`config.mk`:
```
export PLATFORM = sky130hd
export DESIGN_NAME = modem_ctl
export DESIGN_NICKNAME = d
export VERILOG_FILES = /design/src/rtl/modem_ctl_pkg.sv /design/src/rtl/modem_sync.sv /design/src/rtl/modem_edge_latch.sv /design/src/rtl/modem_rts_ctl.sv /design/src/rtl/modem_ctl.sv
export SDC_FILE = /design/constraint.sdc
export NUM_CORES = 1
export LEC_CHECK = 0
export BUFFER_PORTS_ARGS = -buffer_cell sky130_fd_sc_hd__buf_2
export CORE_AREA = 4 4 41 43
export CTS_BUF_LIST = sky130_fd_sc_hd__clkbuf_4
export DETAILED_ROUTE_END_ITERATION = 8
export DIE_AREA = 0 0 45 47
export PLACE_DENSITY = 0.79
export SLEW_MARGIN = 25
export SYNTH_ARGS = -nofsm -noshare
export SYNTH_HDL_FRONTEND = slang
export SYNTH_SLANG_ARGS = --single-unit
```
`constraint.sdc`:
```
create_clock -name clk_i -period 2.5 [get_ports clk_i]
set_clock_uncertainty 0.15 [all_clocks]
set_input_delay 0.25 -clock clk_i [delete_from_list [all_inputs] [get_ports clk_i]]
set_output_delay 0.25 -clock clk_i [all_outputs]
set_load 0.005 [all_outputs]
```
`src/rtl/modem_ctl_pkg.sv`:
```
package modem_ctl_pkg;
  localparam int NSRC     = 3;
  localparam int CTS_IDX  = 0;
  localparam int DCD_IDX  = 1;
  localparam int SYNC_IDX = 2;

  typedef enum logic [1:0] {
    REL_NOW      = 2'd0,
    REL_TX_EMPTY = 2'd1,
    REL_FLAG     = 2'd2
  } rts_rel_e;
endpackage

```
`src/rtl/modem_sync.sv`:
```
module modem_sync #(
  parameter int WIDTH  = 3,
  parameter int STAGES = 2
) (
  input  logic             clk_i,
  input  logic             rst_ni,
  input  logic [WIDTH-1:0] d_i,
  output logic [WIDTH-1:0] q_o
);
  for (genvar b = 0; b < WIDTH; b++) begin : g_bit
    logic [STAGES-1:0] sh_q;
    always_ff @(posedge clk_i or negedge rst_ni) begin
      if (!rst_ni) sh_q <= '1;
      else         sh_q <= {sh_q[STAGES-2:0], d_i[b]};
    end
    assign q_o[b] = sh_q[STAGES-1];
  end
endmodule

```
`src/rtl/modem_edge_latch.sv`:
```
module modem_edge_latch (
  input  logic clk_i,
  input  logic rst_ni,
  input  logic lvl_ni,
  input  logic arm_i,
  input  logic ack_i,
  output logic chg_o,
  output logic stat_o
);
  logic prev_q, held_q, chg_q, edge_w;

  assign edge_w = arm_i && (lvl_ni != prev_q);

  always_ff @(posedge clk_i or negedge rst_ni) begin
    if (!rst_ni) begin
      prev_q <= 1'b1;
      held_q <= 1'b0;
      chg_q  <= 1'b0;
    end else begin
      prev_q <= lvl_ni;
      // new edge beats acknowledge; first captured level is kept
      if (edge_w && !(chg_q && !ack_i)) held_q <= ~lvl_ni;
      if (edge_w)     chg_q <= 1'b1;
      else if (ack_i) chg_q <= 1'b0;
    end
  end

  assign chg_o  = chg_q;
  assign stat_o = chg_q ? held_q : ~lvl_ni;
endmodule

```
`src/rtl/modem_rts_ctl.sv`:
```
module modem_rts_ctl
  import modem_ctl_pkg::*;
(
  input  logic clk_i,
  input  logic rst_ni,
  input  logic auto_en_i,
  input  logic rts_bit_i,
  input  logic async_mode_i,
  input  logic bitsync_mode_i,
  input  logic flag_hold_i,
  input  logic tx_empty_i,
  input  logic flag_done_i,
  output logic rts_no
);
  rts_rel_e rel_w;
  logic     asrt_q, asrt_d, release_w;

  always_comb begin
    if (async_mode_i)                       rel_w = REL_TX_EMPTY;
    else if (bitsync_mode_i && flag_hold_i) rel_w = REL_FLAG;
    else                                    rel_w = REL_NOW;
  end

  always_comb begin
    unique case (rel_w)
      REL_TX_EMPTY: release_w = tx_empty_i;
      REL_FLAG:     release_w = flag_done_i;
      default:      release_w = 1'b1;
    endcase
  end

  always_comb begin
    if (!auto_en_i || rts_bit_i) asrt_d = rts_bit_i;
    else                         asrt_d = asrt_q && !release_w;
  end

  always_ff @(posedge clk_i or negedge rst_ni) begin
    if (!rst_ni) asrt_q <= 1'b0;
    else         asrt_q <= asrt_d;
  end

  assign rts_no = ~asrt_q;
endmodule

```
`src/rtl/modem_ctl.sv`:
```
module modem_ctl
  import modem_ctl_pkg::*;
#(
  parameter int SYNC_STAGES = 2
) (
  input  logic            clk_i,
  input  logic            rst_ni,
  input  logic            cts_ni,
  input  logic            dcd_ni,
  input  logic            sync_ni,
  input  logic            auto_en_i,
  input  logic            rts_bit_i,
  input  logic            async_mode_i,
  input  logic            bitsync_mode_i,
  input  logic            flag_hold_i,
  input  logic            tx_empty_i,
  input  logic            flag_done_i,
  input  logic            ack_i,
  input  logic [NSRC-1:0] ie_i,
  output logic            tx_en_o,
  output logic            rx_en_o,
  output logic            rts_no,
  output logic [NSRC-1:0] stat_o,
  output logic [NSRC-1:0] chg_o,
  output logic            irq_o
);
  logic [NSRC-1:0] raw_w, lvl_w, arm_w;

  always_comb begin
    raw_w           = '1;
    raw_w[CTS_IDX]  = cts_ni;
    raw_w[DCD_IDX]  = dcd_ni;
    raw_w[SYNC_IDX] = sync_ni;
    arm_w           = '1;
    arm_w[SYNC_IDX] = async_mode_i;
  end

  modem_sync #(.WIDTH(NSRC), .STAGES(SYNC_STAGES)) u_sync (
    .clk_i (clk_i),
    .rst_ni(rst_ni),
    .d_i   (raw_w),
    .q_o   (lvl_w)
  );

  for (genvar k = 0; k < NSRC; k++) begin : g_src
    modem_edge_latch u_latch (
      .clk_i (clk_i),
      .rst_ni(rst_ni),
      .lvl_ni(lvl_w[k]),
      .arm_i (arm_w[k]),
      .ack_i (ack_i),
      .chg_o (chg_o[k]),
      .stat_o(stat_o[k])
    );
  end

  assign tx_en_o = !auto_en_i || !lvl_w[CTS_IDX];
  assign rx_en_o = !auto_en_i || !lvl_w[DCD_IDX];
  assign irq_o   = |(chg_o & ie_i);

  modem_rts_ctl u_rts (
    .clk_i         (clk_i),
    .rst_ni        (rst_ni),
    .auto_en_i     (auto_en_i),
    .rts_bit_i     (rts_bit_i),
    .async_mode_i  (async_mode_i),
    .bitsync_mode_i(bitsync_mode_i),
    .flag_hold_i   (flag_hold_i),
    .tx_empty_i    (tx_empty_i),
    .flag_done_i   (flag_done_i),
    .rts_no        (rts_no)
  );
endmodule

```
==> metrics, run 1 <==
fmax=between 600 and 700 MHz; Reg power frac=0.573; CP Class=reg -> out; Num CTS Buffers=3; syn avg cell area=11.5 sq um; CTS tree=done; Max Cap Violations=0; status=finished clean; DIE AREA=2120 sq um; Die X-Extent=~45 microns; min-delay src=async_mode_i; root buffer cell=clkbuf_4; largest family of logic cells by synthesized area=simple AND/OR/NAND/NOR gates; Worst VDD drop=approximately 0.00038 V; Worst R2R Start=g_src[2].u_latch.chg_o; layout cells sized above 1=0.453; post-synth cell types=17; DRC errors left=0; top-count cell post-synth=nand2_1; Critical Path Fanout Max=5; crit path time final=1.64 ns; CTS max path bufs=2; PnR worst setup slack=~0.86 ns; Initial Util=0.512; Ys Warns=0; Setup crit start=g_src[1].u_latch.chg_o; register area share after synthesis=0.618; pwr/cell area=628 nW/um^2; Max-Slew Margin vs Limit=0.781; crit start category=flip-flop; top cells by count, synth=10 x nand2_1, 9 x dfstp_2, 7 x dfrtp_1; post-synthesis compound-gate area fraction=0.115; area share of the largest cell type after synthesis=0.355; Cells after Synth=58; Leakage Power=0.000411 uW; Port-buffer cells=25; Final Net Count=~100; mux contribution to synthesized area=0.0150; Routed WL per cell=11.1 microns; vias=496; Post-Synth Simple-Gate Area=0.117; Comb power frac=0.153; fin util=0.649; post-place setup slack=1.17 ns; DR iter-0 viols=7; Syn Nets=74; post-route setup TNS=0 ns; ys flop type=dfstp_2; ys async rst share=1.00; Hold Vio Cnt, Final=0; clock sinks=16; Slew @ Worst Pin=around 0.33 ns; Critical R2R Capture=g_src[2].u_latch.held_q; CTS H-tree lvls=1; pin count of the biggest net entering global routing=17; routed wire length=around 1100 microns; Worst path top cell family by delay=flip-flops; CTS clk-pin slew, worst paths=~0.09 ns; number of global-route vias before repair=471; #FFs+latches synth=16; Clk pwr share=0.274; Worst Hold Endpoint=g_src[2].u_latch.chg_o; Synth area leader=dfstp_2; All-Layer GR Usage=0.140; Inserted Diodes=0; hold path cells=3; Sw Share=0.237; adder and majority cell fraction of the synthesized area=0; First-pass DRT Iterations=4; P&R area growth vs syn=26.9%; internal power=405 uW; clock latency on the worst-skew pair=0.27 ns; Routed Antenna Nets=0; Post-synth EDFFs=0; RSZ-0062 raised after global routing=false; Die Height=between 40 and 50 microns; Crit-path slowest cell=dfrtp_1; Core Area=around 1300 sq um; number of top-level pins=26; CP max stage delay=0.42 ns; arrival time at the worst endpoint=1.24 ns; CP Cell Sequence=a222oi_1, inv_1, buf_2; Final Max Slew Viols=0; PnR Total Power=around 530 uW; WP buf/inv=2; Required @ worst endpoint=2.10 ns; HPWL Detailed=826 microns; cell area after synthesis=666 sq um; post-route cell area=845 sq um; first-pass GRT wire length=2000 microns; HP Class=in -> reg; placed cell areas=764 sq um; final setup vio count=0; GR Overflow Total=0; initial antenna violation count=0; Crit. End Element=primary output; GP Congestion=0.630; row cnt=13; synth top area cells=dfstp_2 36%, dfrtp_1 26%, buf_4 6.8%, nand2_1 5.6%, nand2b_1 3.8%; XOR/XNOR Fraction of Synth Area=0.0395; reg-to-reg setup timing slack=1.41 ns; Vias/cell=4.91; switching pwr=125 uW; fin crit share=0.658; worst r2r path cells=3
==> cell usage in the layout, fill, tap and decap left out <==
cell	count
buf_2	25
nand2_1	10
dfstp_2	9
dfrtp_1	7
inv_1	5
dlygate4sd3_1	5
nand2b_1	4
clkbuf_4	4
o21ai_0	3
nand3b_1	2
xnor2_1	2
a21oi_1	2
o2bb2ai_1	2
mux2i_1	1
a31o_2	1
xor2_1	1
a31oi_1	1
a2bb2oi_1	1
a222oi_1	1
==> metal layers <==
metal	part of all wire	GRT usage	vias up
met1	0.42	0.156	224
li1	-	-	243
met4	0.022	0.123	0
met5	0	0	-
met2	0.46	0.220	25
met3	0.10	0.0383	4
==> power groups by stage <==
stage,combinational (uW),sequential (uW),clock [uW]
final,81.2,304,145
after floorplan,56.6,305,0
after global routing,93.2,308,166
after CTS,82.4,304,155
after detailed placement,76.3,309,0
after global placement,74.1,308,0
==> per-stage QoR <==
step | instances | hold WS (ns)
after floorplan | 58 | -0.196
after global placement | 92 | 0.0214
after detailed placement | 92 | 0.0192
after CTS | 101 | 0.0597
after global routing | 101 | 0.0749
final | 101 | 0.0760
==> flip-flops by register name (all words and copies together), names as in the netlist <==
signal,count
u_rts.asrt_q,1
g_src.u_latch.prev_q,3
u_sync.g_bit.sh_q,6
g_src.u_latch.held_q,3
g_src.u_latch.chg_o,3
==> cell type report <==
class | instances | area [sq um]
sequential | 16 | 412
tap | 15 | 18.8
fill | 107 | 457
timing repair buffer | 30 | 175
clock buffer | 4 | 30.0
multi-input combinational | 31 | 190
inverter | 5 | 18.8
==> repair_timing <==
item                                   4_1_cts  5_1_grt
setup buffers                                0        0
endpoints found under the hold margin       20        0
hold buffers                                 5        0
resized for setup                            0        0
==> cell families (layout without fill, tap and decap cells) <==
family,after synthesis,in the layout
compound gates,11,11
xor+xnor,3,3
buf+inv,11,39
flops,16,16
mux,1,1
simple gates,16,16
==> tightest hold or removal path, cell delays in order <==
cell     delay [ns]
buf_2          0.13
nand2_1        0.05
nand2_1        0.04
==> worst max path at each step <==
| stage | to | slack, ns | cells past startpoint |
|---|---|---|---|
| floorplan | irq_o | 1.34 | 2 |
| global route | irq_o | 0.78 | 3 |
| CTS | irq_o | 0.84 | 3 |
| detailed placement | irq_o | 1.17 | 3 |
| finish | irq_o | 0.86 | 3 |
| global placement | irq_o | 1.23 | 3 |
(Power assumes the default switching activity.)
==> run 2, diff against run 1 <==
CORE_AREA = not set   (was 4 4 41 43)
CORE_MARGIN = 4   (was not set)
CORE_UTILIZATION = 44   (was not set)
DIE_AREA = not set   (was 0 0 45 47)
PLACE_DENSITY = 0.73   (was 0.79)
clock period = 1.4 ns   (was 2.5 ns; I/O delays follow)
==> run 2 against run 1 <==
The flow now finishes with violations (setup timing). Clock power rose by 66%. Count of clock-buffer cells in the layout down 1. Sequential share of layout area decreased by 3.3 points. Non-clock buffer count is 6 higher. Combinational power rose by 120%. Setup slack worse by 0.95 ns. Worst hold slack worse by 0.033 ns. Sequential cell count unchanged. Design area is 7.3% higher. Utilization up 1.4 points. Largest cell class unchanged. Highest routed layer is now met3.
==> metrics, run 2 (synthesis gave the netlist of run 1 again) <==
status=finished, violations left; failing checks=setup timing; CP Cell Sequence=a222oi_1, inv_1, buf_2; fmax=669 MHz; DIE AREA=2200 sq um (+4.0%); Worst R2R Start=u_sync.g_bit[1].sh_q[1]; arrival time at the worst endpoint=1.21 ns (-0.03 ns); vias=521 (+5.0%); Leakage Power=0.000440 uW (+7.1%); Initial Util=0.487 (-0.0244); Crit-path slowest cell=dfrtp_1; CTS max path bufs=2 (unchanged); GR Overflow Total=0 (unchanged); root buffer cell=clkbuf_4; Routed WL per cell=12.5 microns (+13%); worst hold slack=0.0431 ns (-0.0329 ns); post-route cell area=906 sq um (+7.3%); Die X-Extent=46.9 microns (+4.2%); CP Class=reg -> out; most frequent cells in the layout=24 x buf_2, 9 x dfstp_2, 8 x nand2_1, 7 x dfrtp_1, 7 x dlygate4sd3_1; placed cell areas=764 sq um (unchanged); Required @ worst endpoint=1.11 ns (-0.99 ns); Max Cap Violations=0 (unchanged); hold path cells=3 (unchanged); Core Area=1370 sq um (+5.0%); All-Layer GR Usage=0.155 (+0.0144); reg-to-reg setup timing slack=0.17 ns (-1.24 ns); most common cell after layout, fill and taps aside=buf_2; CTS tree=done; DR iter-0 viols=8 (+1); number of top-level pins=26 (unchanged); DRC errors left=0 (unchanged); Final Net Count=109 (+5.8%); Vias/cell=4.87 (-0.85%); P&R area growth vs syn=36.1%; initial antenna violation count=0 (unchanged); final setup vio count=1 (+1); routed wire length=1340 microns (+20%); max reg flops=6 (unchanged); row cnt=13 (unchanged); fillers=120 (+12%); Inserted Diodes=0 (unchanged); crit path time final=1.50 ns; min-delay src=ack_i; GP Congestion=0.670 (+6.3%); clock latency on the worst-skew pair=0.28 ns (about the same); pin count of the biggest net entering global routing=17 (unchanged); CTS H-tree lvls=1 (unchanged); HP Class=in -> reg; layout cells sized above 1=0.489 (+0.0356); Worst Hold Endpoint=g_src[0].u_latch.chg_o; Critical Path Fanout Max=2 (-3); Slew @ Worst Pin=0.331 ns (+0.00311 ns); Hold Vio Cnt, Final=0 (unchanged); crit start category=flip-flop; First-pass DRT Iterations=4 (unchanged); Die Height=46.9 microns (-0.22%); clock sinks=16 (unchanged); worst r2r path cells=4 (+1); Port-buffer cells=25 (unchanged); first-pass GRT wire length=2320 microns (+16%); Final Max Slew Viols=0 (unchanged); RSZ-0062 raised after global routing=true; Worst VDD drop=0.000775 V (+110%); number of global-route vias before repair=552 (+17%); Biggest register=u_sync.g_bit.sh_q; Routed Antenna Nets=0 (unchanged); Crit. End Element=primary output; PnR worst setup slack=-0.0952 ns (-0.951 ns); fin crit share=1.07; Critical R2R Capture=g_src[1].u_latch.held_q; HPWL Detailed=946 microns (+15%); Num CTS Buffers=3 (unchanged); Max-Slew Margin vs Limit=0.779 (-0.00207); pwr/cell area=1060 nW/um^2 (+69%); CP max stage delay=0.40 ns (-0.02 ns); CTS clk-pin slew, worst paths=0.09 ns (about the same)
[run 2: changes by cell type in the layout (fill, tap and decap cells not counted), sizes merged]
cell / delta
buf: +4
clkbuf: -1
clkinv: +1
dlygate4sd3: +2
[run 2: metal layers]
metal	GRT usage	up-vias	part of all wire
li1	-	255	-
met4	0.0497	0	0
met1	0.148	241	0.39
met3	0.0690	0	0.10
met5	0	-	0
met2	0.290	25	0.51
[run 2: area by class of cell]
| cell class | instances | area, sq um | share of cell area |
|---|---|---|---|
| flip-flops and latches | 16 | 412 | 0.454 |
| repair buffers | 36 | 231 | 0.256 |
| multi-input cells | 31 | 199 | 0.220 |
| clock buffers | 3 | 22.5 | 0.0249 |
| inverters | 5 | 18.8 | 0.0207 |
| well taps | 15 | 18.8 | 0.0207 |
| clock inverters | 1 | 3.75 | 0.00414 |
[run 2: power by group]
part	switching [uW]	internal, uW
logic	77.9	103
registers	30.7	511
clock network	137	103
[run 2: metrics by stage]
| step | power [uW] | instances | setup slack, ns | util | TNS [ns] |
|---|---|---|---|---|---|
| floorplan | 645 | 58 | 0.347 | - | 0 |
| global placement | 682 | 92 | 0.239 | 0.560 | 0 |
| detailed placement | 693 | 92 | 0.170 | 0.560 | 0 |
| CTS | 965 | 106 | -0.133 | 0.647 | -0.133 |
| global route | 1030 | 107 | -0.161 | 0.663 | -0.169 |
| finish | 963 | 107 | -0.0952 | 0.663 | -0.0952 |
[run 2: critical path, delay by kind of cell (launching register included)]
kind,cells,cell delay (ns)
compound gates,1,0.33
buf+inv,2,0.20
flops,1,0.40
[run 2: how the worst max path moves through the flow]
| stage | startpoint | to | slack, ns | depth (start not counted) |
|---|---|---|---|---|
| after floorplan | g_src[1].u_latch.chg_o | irq_o | 0.35 | 2 |
| after global placement | g_src[1].u_latch.chg_o | irq_o | 0.24 | 3 |
| after detailed placement | g_src[1].u_latch.chg_o | irq_o | 0.17 | 3 |
| after CTS | g_src[1].u_latch.chg_o | irq_o | -0.13 | 3 |
| after global routing | g_src[2].u_latch.chg_o | irq_o | -0.16 | 3 |
| final | g_src[1].u_latch.chg_o | irq_o | -0.1 | 3 |
[run 2: timing repair]
action | in CTS | in global routing
hold endpoints to repair | 21 | 0
setup buffers | 3 | 1
hold buffers | 7 | 0
pin swaps | 1 | 3
setup endpoints to repair | 2 | 5
resized for setup | 1 | 6
